===== config.mk =====
export PLATFORM = sky130hd
export DESIGN_NAME = ew_front
export DESIGN_NICKNAME = d
export VERILOG_FILES = /design/src/rtl/ew_pkg.sv /design/src/rtl/ew_sync.sv /design/src/rtl/ew_shift_in.sv /design/src/rtl/ew_front.sv
export SDC_FILE = /design/constraint.sdc
export NUM_CORES = 1
export LEC_CHECK = 0
export ABC_AREA = 1
export BUFFER_PORTS_ARGS = -buffer_cell sky130_fd_sc_hd__buf_4
export CAP_MARGIN = 5
export CORE_MARGIN = 2
export CORE_UTILIZATION = 60
export DETAILED_ROUTE_END_ITERATION = 12
export GPL_TIMING_DRIVEN = 0
export PLACE_DENSITY = 0.92
export SLEW_MARGIN = 20
export SYNTH_ARGS = -nofsm -noshare
export SYNTH_HDL_FRONTEND = slang
export SYNTH_SLANG_ARGS = --single-unit

===== constraint.sdc =====
create_clock -name clk -period 5.4 [get_ports clk]
set_input_delay 0.27 -clock clk [delete_from_list [all_inputs] [get_ports clk]]
set_output_delay 0.27 -clock clk [all_outputs]
set_load 0.02 [all_outputs]

===== src/rtl/ew_pkg.sv =====
package ew_pkg;
    typedef enum logic [2:0] {
        ST_IDLE,
        ST_OPC,
        ST_ADDR,
        ST_DATA,
        ST_READ,
        ST_DONE
    } ew_state_e;

    localparam logic [1:0] OP_GRP   = 2'b00;
    localparam logic [1:0] OP_WRITE = 2'b01;
    localparam logic [1:0] OP_READ  = 2'b10;
    localparam logic [1:0] OP_ERASE = 2'b11;

    localparam logic [1:0] EXT_DIS  = 2'b00;
    localparam logic [1:0] EXT_WRAL = 2'b01;
    localparam logic [1:0] EXT_ERAL = 2'b10;
    localparam logic [1:0] EXT_EN   = 2'b11;
endpackage


===== src/rtl/ew_sync.sv =====
module ew_sync #(
    parameter int W      = 3,
    parameter int STAGES = 2
) (
    input  logic         clk,
    input  logic         rst_n,
    input  logic [W-1:0] a_i,
    output logic [W-1:0] s_o
);
    logic [W-1:0] stg_q [STAGES];

    for (genvar g = 0; g < STAGES; g++) begin : g_stage
        always_ff @(posedge clk or negedge rst_n) begin
            if (!rst_n) begin
                stg_q[g] <= '0;
            end else if (g == 0) begin
                stg_q[g] <= a_i;
            end else begin
                stg_q[g] <= stg_q[(g == 0) ? 0 : g-1];
            end
        end
    end

    assign s_o = stg_q[STAGES-1];
endmodule


===== src/rtl/ew_shift_in.sv =====
module ew_shift_in #(
    parameter int W = 16
) (
    input  logic         clk,
    input  logic         rst_n,
    input  logic         clr_i,
    input  logic         en_i,
    input  logic         din_i,
    output logic [W-1:0] val_o,
    output logic [W-1:0] nxt_o
);
    logic [W-1:0] sh_d, sh_q;

    assign nxt_o = {sh_q[W-2:0], din_i};

    always_comb begin
        sh_d = sh_q;
        if (clr_i) begin
            sh_d = '0;
        end else if (en_i) begin
            sh_d = nxt_o;
        end
    end

    always_ff @(posedge clk or negedge rst_n) begin
        if (!rst_n) begin
            sh_q <= '0;
        end else begin
            sh_q <= sh_d;
        end
    end

    assign val_o = sh_q;
endmodule


===== src/rtl/ew_front.sv =====
module ew_front
    import ew_pkg::*;
#(
    parameter int ADDR_X16_BITS = 6,
    parameter bit ORG_X16       = 1'b1,
    parameter int SYNC_STAGES   = 2,
    localparam int AW = ADDR_X16_BITS + (ORG_X16 ? 0 : 1),
    localparam int DW = ORG_X16 ? 16 : 8
) (
    input  logic          clk,
    input  logic          rst_n,
    input  logic          sel_i,
    input  logic          sck_i,
    input  logic          sdi_i,
    output logic          sdo_o,
    output logic          sdo_oe_o,
    output logic [AW-1:0] mem_rd_addr_o,
    input  logic [DW-1:0] mem_rd_data_i,
    output logic          cmd_valid_o,
    output logic [1:0]    cmd_op_o,
    output logic [1:0]    cmd_ext_o,
    output logic [AW-1:0] cmd_addr_o,
    output logic [DW-1:0] cmd_data_o
);
    localparam int SW = (AW > DW) ? AW : DW;
    localparam int CW = $clog2(SW + 1);

    typedef struct packed {
        ew_state_e     st;
        logic [CW-1:0] cnt;
        logic [1:0]    op;
        logic [AW-1:0] addr;
        logic          q;
        logic          oe;
        logic          sck_prev;
        logic          cmd_valid;
        logic [1:0]    cmd_op;
        logic [1:0]    cmd_ext;
        logic [AW-1:0] cmd_addr;
        logic [DW-1:0] cmd_data;
    } front_t;

    front_t r_d, r_q;

    logic [2:0]    sync_s;
    logic          sel_s, sck_s, sdi_s;
    logic          sck_rise;
    logic          sh_clr, sh_en;
    logic [SW-1:0] sh_val, sh_nxt;
    logic [1:0]    ext;
    logic [DW-1:0] rd_word;

    ew_sync #(.W(3), .STAGES(SYNC_STAGES)) i_sync (
        .clk   (clk),
        .rst_n (rst_n),
        .a_i   ({sel_i, sck_i, sdi_i}),
        .s_o   (sync_s)
    );

    assign sel_s = sync_s[2];
    assign sck_s = sync_s[1];
    assign sdi_s = sync_s[0];
    assign sck_rise = sck_s & ~r_q.sck_prev;

    ew_shift_in #(.W(SW)) i_shift (
        .clk   (clk),
        .rst_n (rst_n),
        .clr_i (sh_clr),
        .en_i  (sh_en),
        .din_i (sdi_s),
        .val_o (sh_val),
        .nxt_o (sh_nxt)
    );

    assign ext     = sh_nxt[AW-1 -: 2];
    assign rd_word = mem_rd_data_i << r_q.cnt;

    always_comb begin
        r_d           = r_q;
        r_d.cmd_valid = 1'b0;
        r_d.sck_prev  = sck_s;
        sh_clr        = 1'b0;
        sh_en         = 1'b0;

        if (!sel_s) begin
            r_d.st  = ST_IDLE;
            r_d.cnt = '0;
            r_d.oe  = 1'b0;
        end else if (sck_rise) begin
            unique case (r_q.st)
                ST_IDLE: begin
                    if (sdi_s) begin
                        r_d.st  = ST_OPC;
                        r_d.cnt = '0;
                        sh_clr  = 1'b1;
                    end
                end
                ST_OPC: begin
                    r_d.op = {r_q.op[0], sdi_s};
                    if (r_q.cnt == CW'(1)) begin
                        r_d.st  = ST_ADDR;
                        r_d.cnt = '0;
                    end else begin
                        r_d.cnt = r_q.cnt + CW'(1);
                    end
                end
                ST_ADDR: begin
                    sh_en = 1'b1;
                    if (r_q.cnt == CW'(AW-1)) begin
                        r_d.addr = sh_nxt[AW-1:0];
                        r_d.cnt  = '0;
                        if (r_q.op == OP_READ) begin
                            r_d.st = ST_READ;
                            r_d.q  = 1'b0;
                            r_d.oe = 1'b1;
                        end else if (r_q.op == OP_WRITE ||
                                     (r_q.op == OP_GRP && ext == EXT_WRAL)) begin
                            r_d.st = ST_DATA;
                        end else begin
                            r_d.st        = ST_DONE;
                            r_d.cmd_valid = 1'b1;
                            r_d.cmd_op    = r_q.op;
                            r_d.cmd_ext   = (r_q.op == OP_GRP) ? ext : 2'b00;
                            r_d.cmd_addr  = sh_nxt[AW-1:0];
                            r_d.cmd_data  = '0;
                        end
                    end else begin
                        r_d.cnt = r_q.cnt + CW'(1);
                    end
                end
                ST_DATA: begin
                    sh_en = 1'b1;
                    if (r_q.cnt == CW'(DW-1)) begin
                        r_d.st        = ST_DONE;
                        r_d.cmd_valid = 1'b1;
                        r_d.cmd_op    = r_q.op;
                        r_d.cmd_ext   = (r_q.op == OP_GRP) ? r_q.addr[AW-1 -: 2] : 2'b00;
                        r_d.cmd_addr  = r_q.addr;
                        r_d.cmd_data  = sh_nxt[DW-1:0];
                    end else begin
                        r_d.cnt = r_q.cnt + CW'(1);
                    end
                end
                ST_READ: begin
                    r_d.q = rd_word[DW-1];
                    if (r_q.cnt == CW'(DW-1)) begin
                        r_d.cnt  = '0;
                        r_d.addr = r_q.addr + AW'(1);
                    end else begin
                        r_d.cnt = r_q.cnt + CW'(1);
                    end
                end
                default: begin
                end
            endcase
        end
    end

    always_ff @(posedge clk or negedge rst_n) begin
        if (!rst_n) begin
            r_q <= '{st: ST_IDLE, default: '0};
        end else begin
            r_q <= r_d;
        end
    end

    assign sdo_o         = r_q.q;
    assign sdo_oe_o      = r_q.oe;
    assign mem_rd_addr_o = r_q.addr;
    assign cmd_valid_o   = r_q.cmd_valid;
    assign cmd_op_o      = r_q.cmd_op;
    assign cmd_ext_o     = r_q.cmd_ext;
    assign cmd_addr_o    = r_q.cmd_addr;
    assign cmd_data_o    = r_q.cmd_data;

    logic unused_sh;
    assign unused_sh = ^sh_val;
endmodule


==> results.py <==
metrics = {
    "run_status": {
        "status": "complete, no violations",
    },
    "route": {
        "route.met3.wl_um": 504,
        "topRoutingLayerUsed": "met4",
        "drt_wl_total_um": 8550,
        "routedWlPerCell_um": 13.42,
        "vias": 3325,
        "drtIter0Drc": 248,
        "met1_length_um": 3530,
        "drt_first_pass_iters": 6,
        "vias_per_cell": 5.220,
        "drc": 0,
        "dr_wl_met2_um": 4341,
        "drtAntennaViolNets": 0,
    },
    "placement": {
        "hpwl_um": 6115,
        "gp_congestion": 0.9388,
        "port_buffers": 55,
        "placed_area_um2": 4187,
    },
    "power_and_ir_drop": {
        "seqPwrFrac_pct": 52.1,
        "ir_drop_v": 0.0002018,
        "swShare_pct": 24.53,
        "p_leak_nw": 2.462,
        "p_clk_share_pct": 43.1,
        "power_frac_comb_pct": 4.7,
        "p_switching_mw": 0.2395,
        "p_int_mw": 0.7371,
        "power.density_nw_per_um2": 222.7,
    },
    "cells_and_area": {
        "layout.nets": 583,
        "final_core_util_pct": 74.07,
        "syn_to_final_growth_pct": 19.18,
        "fin_area_um2": 4385,
        "antenna_cells": 0,
        "final_layout_size_suffix_gt1_share_pct": 23.13,
    },
    "yosys": {
        "synthCells": 491,
        "synth.area.mux_share_pct": 0,
        "yosys-top-cells-area": "dfrtp_1 (46%), nand2_1 (19%), buf_4 (6.9%), nand3_1 (5.8%), inv_1 (5.1%)",
        "yosys.area_share.simple_pct": 32.34,
        "synth_top_family_by_area": "simple AND/OR/NAND/NOR gates",
        "synthArstFlopShare_pct": 100.0,
        "synth_edf_count": 0,
        "yosys_warnings": 0,
        "syn_nets": 517,
        "synth-seq-area-share_pct": 45.56,
        "avgSynthCellArea_um2": 7.494,
        "synth_compound_area_share_pct": 5.916,
        "synth.most_common_cell": "nand2_1",
        "yosys.area_share.adder_pct": 1.700,
        "yosys.area.top_type": "dfrtp_1",
        "yosysTopAreaCellShare_pct": 45.56,
        "synth_common_cells": "nand2_1 (191), dfrtp_1 (67), inv_1 (50)",
        "ys_ff_latch": 67,
        "synthXorXnorAreaFrac_pct": 0.7140,
        "synth_cell_types": 27,
        "syn-cell-area_um2": 3680,
        "synth_ff_type": "dfrtp_1",
    },
    "global_routing": {
        "grt-ovfl-total": 0,
        "grt_pass1_vias": 3141,
        "grtUsageTotal_pct": 27.21,
        "antenna_found_initial": 0,
        "grt_max_degree": 68,
        "grt_pass1_wl_um": 13890,
    },
    "clock_network": {
        "clock-root-buffer": "clkbuf_8",
        "hold_buffers": 0,
        "cts_buffers": 9,
        "cts.sinks": 67,
        "post-cts-setup-buffers": 0,
        "cts_buffer_depth": 2,
        "clkTransAtPathRegs_ps": 80,
        "worstSkewPairLatency_ps": 350,
        "tritoncts": "built",
        "cts_max_level": 3,
        "cts_resized": 0,
    },
    "worst_setup_path": {
        "timing.rr.end": "r_q[39]",
        "start_kind": "flip-flop",
        "reg2regPathDepth": 11,
        "reg2reg_from": "r_q[39]",
        "cp_slowest_stage_delay_ps": 500,
        "path_cells": "ha_1 > nand2_1 > nor2_1 > ha_1 > inv_1 > nor2_2 > nand2_1 > nand2_1 > nor2_1 > nand3_1 > nand2_1",
        "required_ps": 5640,
        "cpMostUsedCell": "nand2_1",
        "r2r_setup_slack_ps": 3160,
        "path_max_fanout": 8,
        "critical_path.slowest_cell": "dfrtp_1",
        "end_kind": "flip-flop",
        "worstSetupPathType": "reg2reg",
        "worst_ep_arrival_time_ps": 2480,
    },
    "job": {
        "cap_viol_max_count": 0,
    },
    "sta": {
        "max_freq_mhz": 446.2,
        "hold_violations": 0,
        "setup-violations-final": 0,
        "tightest_slew_ps": 820.1,
        "timing.final.crit_share_pct": 41.50,
        "slew_violations": 0,
        "tns_ps": 0,
        "relSlewSlack_pct": 45.32,
        "rsz0062_at_grt": "false",
        "fin_crit_ps": 2241,
        "fin_worst_skew_ps": 10.46,
    },
    "floorplan": {
        "die_area_um2": 6776,
        "die-height_um": 82.32,
        "fp.dieW_um": 82.32,
        "pin_count": 56,
        "num_rows": 28,
        "start_util_pct": 62.15,
        "coreArea_um2": 5921,
    },
    "worst_hold_path": {
        "hold_class": "in2async",
    },
}
-- cell usage in the layout, fill, tap and decap left out, types with 4 or more instances in the layout --
cell type / count
buf_2: 6
buf_4: 89
clkbuf_8: 9
dfrtp_1: 67
ha_1: 5
inv_1: 50
inv_2: 5
nand2_1: 191
nand3_1: 43
nand4_1: 5
nor2_1: 20
nor2_4: 4
nor3_1: 4
o21ai_0: 30
-- through the flow --
stage	power [mW]	hold WS [ps]	instances	setup slack, ps
3_5_place_dp	0.5652	342.0	621	3231
2_1_floorplan	0.5376	-25.59	491	3667
3_3_place_gp	0.5628	332.8	621	3354
4_1_cts	0.9826	14.15	637	3209
6_report	0.9766	23.08	637	3159
5_1_grt	1.009	21.01	637	2983
-- worst max-delay path by stage --
| stage | from | depth (start not counted) | slack (ps) | to |
|---|---|---|---|---|
| 5_1_grt | r_q[39] | 11 | 2980 | r_q[39] |
| 2_1_floorplan | r_q[39] | 11 | 3670 | r_q[38] |
| 6_report | r_q[39] | 11 | 3160 | r_q[39] |
| 4_1_cts | r_q[39] | 11 | 3210 | r_q[39] |
| 3_3_place_gp | r_q[39] | 11 | 3350 | r_q[39] |
| 3_5_place_dp | r_q[39] | 11 | 3230 | r_q[39] |
-- worst max-delay path: cells and delay by family, from the launching register on --
family / cells / cell delay (ps)
adder cells (fa/ha/maj): 2 / 450
buffers and inverters: 1 / 100
flip-flops: 1 / 500
AND/OR/NAND/NOR: 8 / 1090
-- cells by family (layout without fill, tap and decap cells) --
logic type	count (synthesis)	in the layout
AO/OA/AOI/OAI	41	41
XOR/XNOR	3	3
adder cells (fa/ha/maj)	5	5
buffers and inverters	97	168
flip-flops	67	67
AND/OR/NAND/NOR	278	278
-- routing by layer --
metal  GRT usage (%)  up-vias
li1                -     1628
met1           34.38     1561
met2           45.16      117
met3           4.891       19
met4           13.00        0
met5               0        -
-- flip-flops by register name, indices dropped and copies added (netlist names) --
register       count
cmd_op_o           2
sdo_o              1
r_q               11
cmd_ext_o          2
cmd_addr_o         6
i_sync.stg_q       3
cmd_data_o        16
sdo_oe_o           1
i_shift.val_o     15
mem_rd_addr_o      6
cmd_valid_o        1
i_sync.s_o         3
-- layout make-up --
type,count,area (µm²)
plain buffers,42,300.3
clock buffers,9,123.9
clock inverters,7,75.07
fillers,439,1535
inverters,55,206.4
multi-input cells,327,1496
flip-flops and latches,67,1677
well taps,75,93.84
repair buffers,55,412.9
-- power by group through the flow --
stage	registers, mW	logic [mW]	clock network (mW)
global placement	0.519	0.0441	0
floorplan	0.518	0.0193	0
global route	0.510	0.0527	0.447
detailed placement	0.519	0.0462	0
CTS	0.509	0.0463	0.427
finish	0.509	0.0461	0.421
Power figures use the tool's default switching activity.
